`config.mk`:
```
export PLATFORM = sky130hd
export DESIGN_NAME = i2c_regif
export DESIGN_NICKNAME = d
export VERILOG_FILES = /design/src/rtl/i2c_regif_pkg.sv /design/src/rtl/i2c_regif_decode.sv /design/src/rtl/i2c_regif_ctrl.sv /design/src/rtl/i2c_regif_stat.sv /design/src/rtl/i2c_regif.sv
export SDC_FILE = /design/constraint.sdc
export NUM_CORES = 1
export LEC_CHECK = 0
export BUFFER_PORTS_ARGS = -buffer_cell sky130_fd_sc_hd__buf_2
export CORE_MARGIN = 3
export CORE_UTILIZATION = 45
export DETAILED_ROUTE_END_ITERATION = 8
export GPL_ROUTABILITY_DRIVEN = 0
export PLACE_DENSITY_LB_ADDON = 0.08
export SLEW_MARGIN = 25
export SYNTH_ARGS = -nofsm -noshare
export SYNTH_HDL_FRONTEND = slang
export SYNTH_HIERARCHICAL = 1
export SYNTH_SLANG_ARGS = --single-unit
```
`constraint.sdc`:
```
create_clock -name clk -period 7 [get_ports clk]
set_clock_uncertainty 0.15 [all_clocks]
set_input_delay 1.4 -clock clk [delete_from_list [all_inputs] [get_ports clk]]
set_output_delay 1.4 -clock clk [all_outputs]
set_load 0.02 [all_outputs]
```
`src/rtl/i2c_regif_pkg.sv`:
```
package i2c_regif_pkg;
  localparam int CTRL_W   = 5;
  localparam int CB_ACK   = 0;
  localparam int CB_FLAG  = 1;
  localparam int CB_STOP  = 2;
  localparam int CB_START = 3;
  localparam int CB_EN    = 4;

  localparam int OFS_SET  = 'h00;
  localparam int OFS_STAT = 'h04;
  localparam int OFS_DATA = 'h08;
  localparam int OFS_ADR  = 'h0C;
  localparam int OFS_CLR  = 'h18;

  typedef enum logic [2:0] {
    SEL_NONE, SEL_CTRL, SEL_STAT, SEL_DATA, SEL_ADR, SEL_CLR
  } reg_sel_e;

  // One control bit: set mask first, clear mask on top so clear wins.
  function automatic logic ctrl_bit_next(input logic cur, input logic s, input logic c);
    return (cur | s) & ~c;
  endfunction
endpackage

```
`src/rtl/i2c_regif_decode.sv`:
```
module i2c_regif_decode
  import i2c_regif_pkg::*;
#(
  parameter int ADDR_W = 5
) (
  input  logic [ADDR_W-1:0] addr,
  input  logic              wr,
  output reg_sel_e          sel,
  output logic              wr_set,
  output logic              wr_clr,
  output logic              wr_data,
  output logic              wr_adr
);
  function automatic reg_sel_e decode(input logic [ADDR_W-1:0] a);
    if (a == ADDR_W'(OFS_SET))  return SEL_CTRL;
    if (a == ADDR_W'(OFS_STAT)) return SEL_STAT;
    if (a == ADDR_W'(OFS_DATA)) return SEL_DATA;
    if (a == ADDR_W'(OFS_ADR))  return SEL_ADR;
    if (a == ADDR_W'(OFS_CLR))  return SEL_CLR;
    return SEL_NONE;
  endfunction

  assign sel     = decode(addr);
  assign wr_set  = wr && (sel == SEL_CTRL);
  assign wr_clr  = wr && (sel == SEL_CLR);
  assign wr_data = wr && (sel == SEL_DATA);
  assign wr_adr  = wr && (sel == SEL_ADR);
endmodule

```
`src/rtl/i2c_regif_ctrl.sv`:
```
module i2c_regif_ctrl
  import i2c_regif_pkg::*;
(
  input  logic              clk,
  input  logic              rst_n,
  input  logic [CTRL_W-1:0] set_mask,
  input  logic [CTRL_W-1:0] clr_mask,
  input  logic              cap_fire,
  output logic [CTRL_W-1:0] ctl_q
);
  logic [CTRL_W-1:0] set_all;

  always_comb begin
    set_all = set_mask;
    set_all[CB_FLAG] = set_mask[CB_FLAG] | cap_fire;
  end

  for (genvar i = 0; i < CTRL_W; i++) begin : g_bit
    always_ff @(posedge clk or negedge rst_n) begin
      if (!rst_n) ctl_q[i] <= 1'b0;
      else        ctl_q[i] <= ctrl_bit_next(ctl_q[i], set_all[i], clr_mask[i]);
    end
  end
endmodule

```
`src/rtl/i2c_regif_stat.sv`:
```
module i2c_regif_stat #(
  parameter int CODE_W = 5
) (
  input  logic              clk,
  input  logic              rst_n,
  input  logic              req,
  input  logic [CODE_W-1:0] code_in,
  input  logic              flag_q,
  input  logic              flag_clr,
  output logic              cap_fire,
  output logic [CODE_W-1:0] code_q
);
  // Capture only when the flag is about to rise.
  assign cap_fire = req && !flag_q && !flag_clr;

  always_ff @(posedge clk or negedge rst_n) begin
    if (!rst_n)        code_q <= '1;
    else if (cap_fire) code_q <= code_in;
  end
endmodule

```
`src/rtl/i2c_regif.sv`:
```
module i2c_regif
  import i2c_regif_pkg::*;
#(
  parameter int ADDR_W = 5,
  parameter int DATA_W = 32,
  parameter int CODE_W = 5,
  parameter int BYTE_W = 8
) (
  input  logic              clk,
  input  logic              rst_n,
  input  logic [ADDR_W-1:0] bus_addr,
  input  logic              bus_wr,
  input  logic [DATA_W-1:0] bus_wdata,
  output logic [DATA_W-1:0] bus_rdata,
  output logic              irq,
  input  logic [CODE_W-1:0] eng_status,
  input  logic              eng_irq_req,
  input  logic              eng_rx_valid,
  input  logic [BYTE_W-1:0] eng_rx_data,
  output logic [CTRL_W-1:0] ctl_bits,
  output logic [BYTE_W-1:0] tx_data,
  output logic [BYTE_W-2:0] own_addr,
  output logic              gc_en
);
  localparam int STAT_LSB = BYTE_W - CODE_W;

  reg_sel_e          sel;
  logic              set_hit, clr_hit, wr_data, wr_adr;
  logic [CTRL_W-1:0] set_mask, clr_mask, ctl_q;
  logic              cap_fire;
  logic [CODE_W-1:0] code_q;
  logic [BYTE_W-1:0] data_q, adr_q;
  logic              unused_wdata_hi;

  assign unused_wdata_hi = ^bus_wdata[DATA_W-1:BYTE_W];

  i2c_regif_decode #(.ADDR_W(ADDR_W)) u_dec (
    .addr(bus_addr), .wr(bus_wr), .sel(sel),
    .wr_set(set_hit), .wr_clr(clr_hit), .wr_data(wr_data), .wr_adr(wr_adr)
  );

  assign set_mask = set_hit ? bus_wdata[CTRL_W-1:0] : '0;
  assign clr_mask = clr_hit ? bus_wdata[CTRL_W-1:0] : '0;

  i2c_regif_stat #(.CODE_W(CODE_W)) u_stat (
    .clk(clk), .rst_n(rst_n), .req(eng_irq_req), .code_in(eng_status),
    .flag_q(ctl_q[CB_FLAG]), .flag_clr(clr_mask[CB_FLAG]),
    .cap_fire(cap_fire), .code_q(code_q)
  );

  i2c_regif_ctrl u_ctrl (
    .clk(clk), .rst_n(rst_n), .set_mask(set_mask), .clr_mask(clr_mask),
    .cap_fire(cap_fire), .ctl_q(ctl_q)
  );

  // Data byte: an engine receive load beats a bus write.
  always_ff @(posedge clk or negedge rst_n) begin
    if (!rst_n)            data_q <= '0;
    else if (eng_rx_valid) data_q <= eng_rx_data;
    else if (wr_data)      data_q <= bus_wdata[BYTE_W-1:0];
  end

  always_ff @(posedge clk or negedge rst_n) begin
    if (!rst_n)      adr_q <= '0;
    else if (wr_adr) adr_q <= bus_wdata[BYTE_W-1:0];
  end

  function automatic logic [DATA_W-1:0] stat_word(input logic [CODE_W-1:0] c);
    return DATA_W'({c, {STAT_LSB{1'b0}}});
  endfunction

  always_comb begin
    case (sel)
      SEL_CTRL: bus_rdata = DATA_W'(ctl_q);
      SEL_STAT: bus_rdata = stat_word(code_q);
      SEL_DATA: bus_rdata = DATA_W'(data_q);
      SEL_ADR:  bus_rdata = DATA_W'(adr_q);
      default:  bus_rdata = '0;
    endcase
  end

  assign irq      = ctl_q[CB_FLAG] & ctl_q[CB_EN];
  assign ctl_bits = ctl_q;
  assign tx_data  = data_q;
  assign own_addr = adr_q[BYTE_W-1:1];
  assign gc_en    = adr_q[0];
endmodule

```
==> results.ini <==
[cts]
hold_buffers = 0
insertion_delay_ps = 270
htreeDepth = 1
cts_tree = done
cts-root-buf = clkbuf_8
cts_made_buffers = 3
clkSinkCount = 26
post_cts_resized = 0
postCtsSetupRepairBufs = 0
clk_pin_slew_ps = 90
clockBufferDepth = 2

[synth]
synth-xor-area-share_pct = 1.048
synth_most_common_cell = buf_4
synth_seq_cells = 26
yosys_most_used_dff = dfrtp_1
synth_top_area_cell = dfrtp_1
ys_seq_area_share_pct = 39.30
synth_edf_count = 0
synth.top_cell.area_share_pct = 31.44
synth-compound-area-share_pct = 8.533
synth.mux.area_fraction_pct = 16.54
synth_top_family_by_area = simple AND/OR/NAND/NOR gates
synth_cell_type_count = 31
async_flop_share_pct = 100.0
synth-simple-area-share_pct = 20.88
synth_adder_area_share_pct = 0
synth_area_um2 = 1672
ys_warn_count = 6
postSynthAreaPerCell_um2 = 10.51
synthCells = 159
ys_top_cells_by_count = buf_4, dfrtp_1, nand2_1
yosys-top-cells-area = dfrtp_1, buf_4, dfstp_2

[power]
seqPwrFrac_pct = 45.4
p_comb_share_pct = 29.1
power_switching_mw = 0.1611
peakVddDrop_mv = 0.1271
power_density_nw_per_um2 = 243.7
swShare_pct = 32.90
power.total_mw = 0.4896
p_int_mw = 0.3285
p_clk_share_pct = 25.5
p_leak_nw = 0.9637

[cells_and_area]
register_area_um2 = 656.9
diodes = 0
drive_above_1_share_pct = 40.64
fin_nets = 275
fill_cells = 312
area_delta_synth_final_pct = 20.21
multi_input_area_um2 = 897.1

[sta]
hold_viol_final = 0
max_freq_mhz = 219.2
worst_pin_slew_ps = 980.1
relSlewSlack_pct = 34.42
period_needed_ps = 4561
setup_violations = 0
period_share_pct = 65.16
slew_violations = 0
rsz0062_at_grt = no
fin_ws_ps = 2439
fin_tns_setup_ps = 0

[route]
drc = 0
wirelength_mm = 3.802
wl_met1_mm = 1.653
drtIter0Drc = 26
dr.max_layer_used = met4
ant_nets = 0
vias = 1304
dr_wl_met3_um = 273
viasPerCell = 4.921
first_pass_iters = 4
drt-wirelength-per-cell_um = 14.35
wl_met2_mm = 1.802

[die]
num_rows = 21
die-area_um2 = 4482
start_util_pct = 48.20
coreArea_um2 = 3468
die_w_um = 66.95
fp.dieH_um = 66.95
pin_count = 109

[placement]
hpwl_mm = 3.015
dp_slack_ps = 2435
io_buffers = 60

[worst_hold_path]
hold_depth = 1
holdCritStartpoint = adr_q[2]$_DFFE_PN0P_
hold_path.class = reg2reg

[worst_setup_path]
endpoint_kind = output pin
worstSetupStartpoint = bus_addr[3]
cp.arrival_ps = 3010
path_max_fanout = 15
timing.rr.start = u_ctrl/ctl_q[1]$_DFF_PN0_
path_class = in2out
rr_worst_depth = 2
cp.required_ps = 5450
start_kind = primary input

[run_status]
status = complete, no violations

[job]
drv_cap = 0

[global_route]
grt_max_degree = 27
grt_antenna_before_repair = 0
grt_pass1_vias = 1194
grt_first_pass_wirelength_mm = 5.837
gr-total-overflow = 0
grtUsageTotal_pct = 17.52

## power groups by stage
stage / Sequential, mW / Clock, mW / Combinational [mW]
floorplan: 0.240 / 0 / 0.0825
global placement: 0.224 / 0 / 0.139
detailed placement: 0.225 / 0 / 0.144
CTS: 0.223 / 0.128 / 0.144
global route: 0.227 / 0.136 / 0.154
finish: 0.222 / 0.125 / 0.143
## cell usage in the layout, fill, tap and decap left out
master      n
a2111oi_2   1
and2_1     11
buf_2      60
buf_4       3
bufinv_16   1
clkbuf_8    3
conb_1     24
dfrtp_1    21
dfstp_2     5
inv_1       1
mux2_1      8
mux2_2      5
mux2i_1    13
nand2_1    15
nand2b_1    2
nand4b_1    3
nand4bb_1   4
nor2_1     11
nor3_1      1
nor3_2      1
nor3b_2     1
nor3b_4     1
nor4_1      2
nor4_4      1
o211ai_2    3
o21ai_1     8
o221ai_2    2
o2bb2ai_1   3
or2_4       1
or4b_4      1
or4bb_1     1
xnor2_1     2
## metrics by stage
step | area, um2 | std cells | util (%) | hold slack (ps)
after CTS | 2009 | 265 | 57.94 | 388.6
final | 2009 | 265 | 57.94 | 379.1
after floorplan | 1758 | 182 | - | 449.5
after global placement | 1929 | 261 | 55.63 | 342.6
after detailed placement | 1938 | 261 | 55.88 | 364.7
after global routing | 2009 | 265 | 57.94 | 406.4
## worst max-delay path: stages
cell and delay, ps:
buf_2 140, inv_1 80, a2111oi_2 380, buf_4 300
or4bb_1 440, o221ai_2 80, buf_2 190
## worst paths after layout
check	end	slack, ps
min in group asynchronous	u_ctrl/ctl_q[1]$_DFF_PN0_	960
worst min register to register	adr_q[2]$_DFFE_PN0P_	380
worst min-delay path	adr_q[2]$_DFFE_PN0P_	380
worst max-delay path	bus_rdata[3]	2440
worst max register to register	u_stat/code_q[1]$_DFFE_PN1P_	5590
max in group asynchronous	u_stat/code_q[0]$_DFFE_PN1P_	5370
## registers in the layout (all words and copies together), names as in the netlist
name	count
u_stat/code_q	5
u_ctrl/ctl_q	5
adr_q	8
tx_data	8
## cell type report
cell class | instances | area share (%)
clock buffers | 3 | 2.055
clock inverters | 1 | 1.494
inverters | 1 | 0.1868
multi-input cells | 125 | 44.64
flip-flops and latches | 26 | 32.69
well taps | 46 | 2.864
repair buffers | 63 | 16.06
## layer usage
layer  up-vias  GRT usage [%]
li1        629              -
met1       609          23.21
met2        58          28.34
met3         8          3.204
met4         0          6.329
met5         -              0
## kinds of logic after synthesis
family,count (synthesis)
AO/OA/AOI/OAI,17
XOR/XNOR,2
buffers and inverters,31
flip-flops,26
multiplexers,26
other,1
AND/OR/NAND/NOR,56
Power figures use the tool's default switching activity.
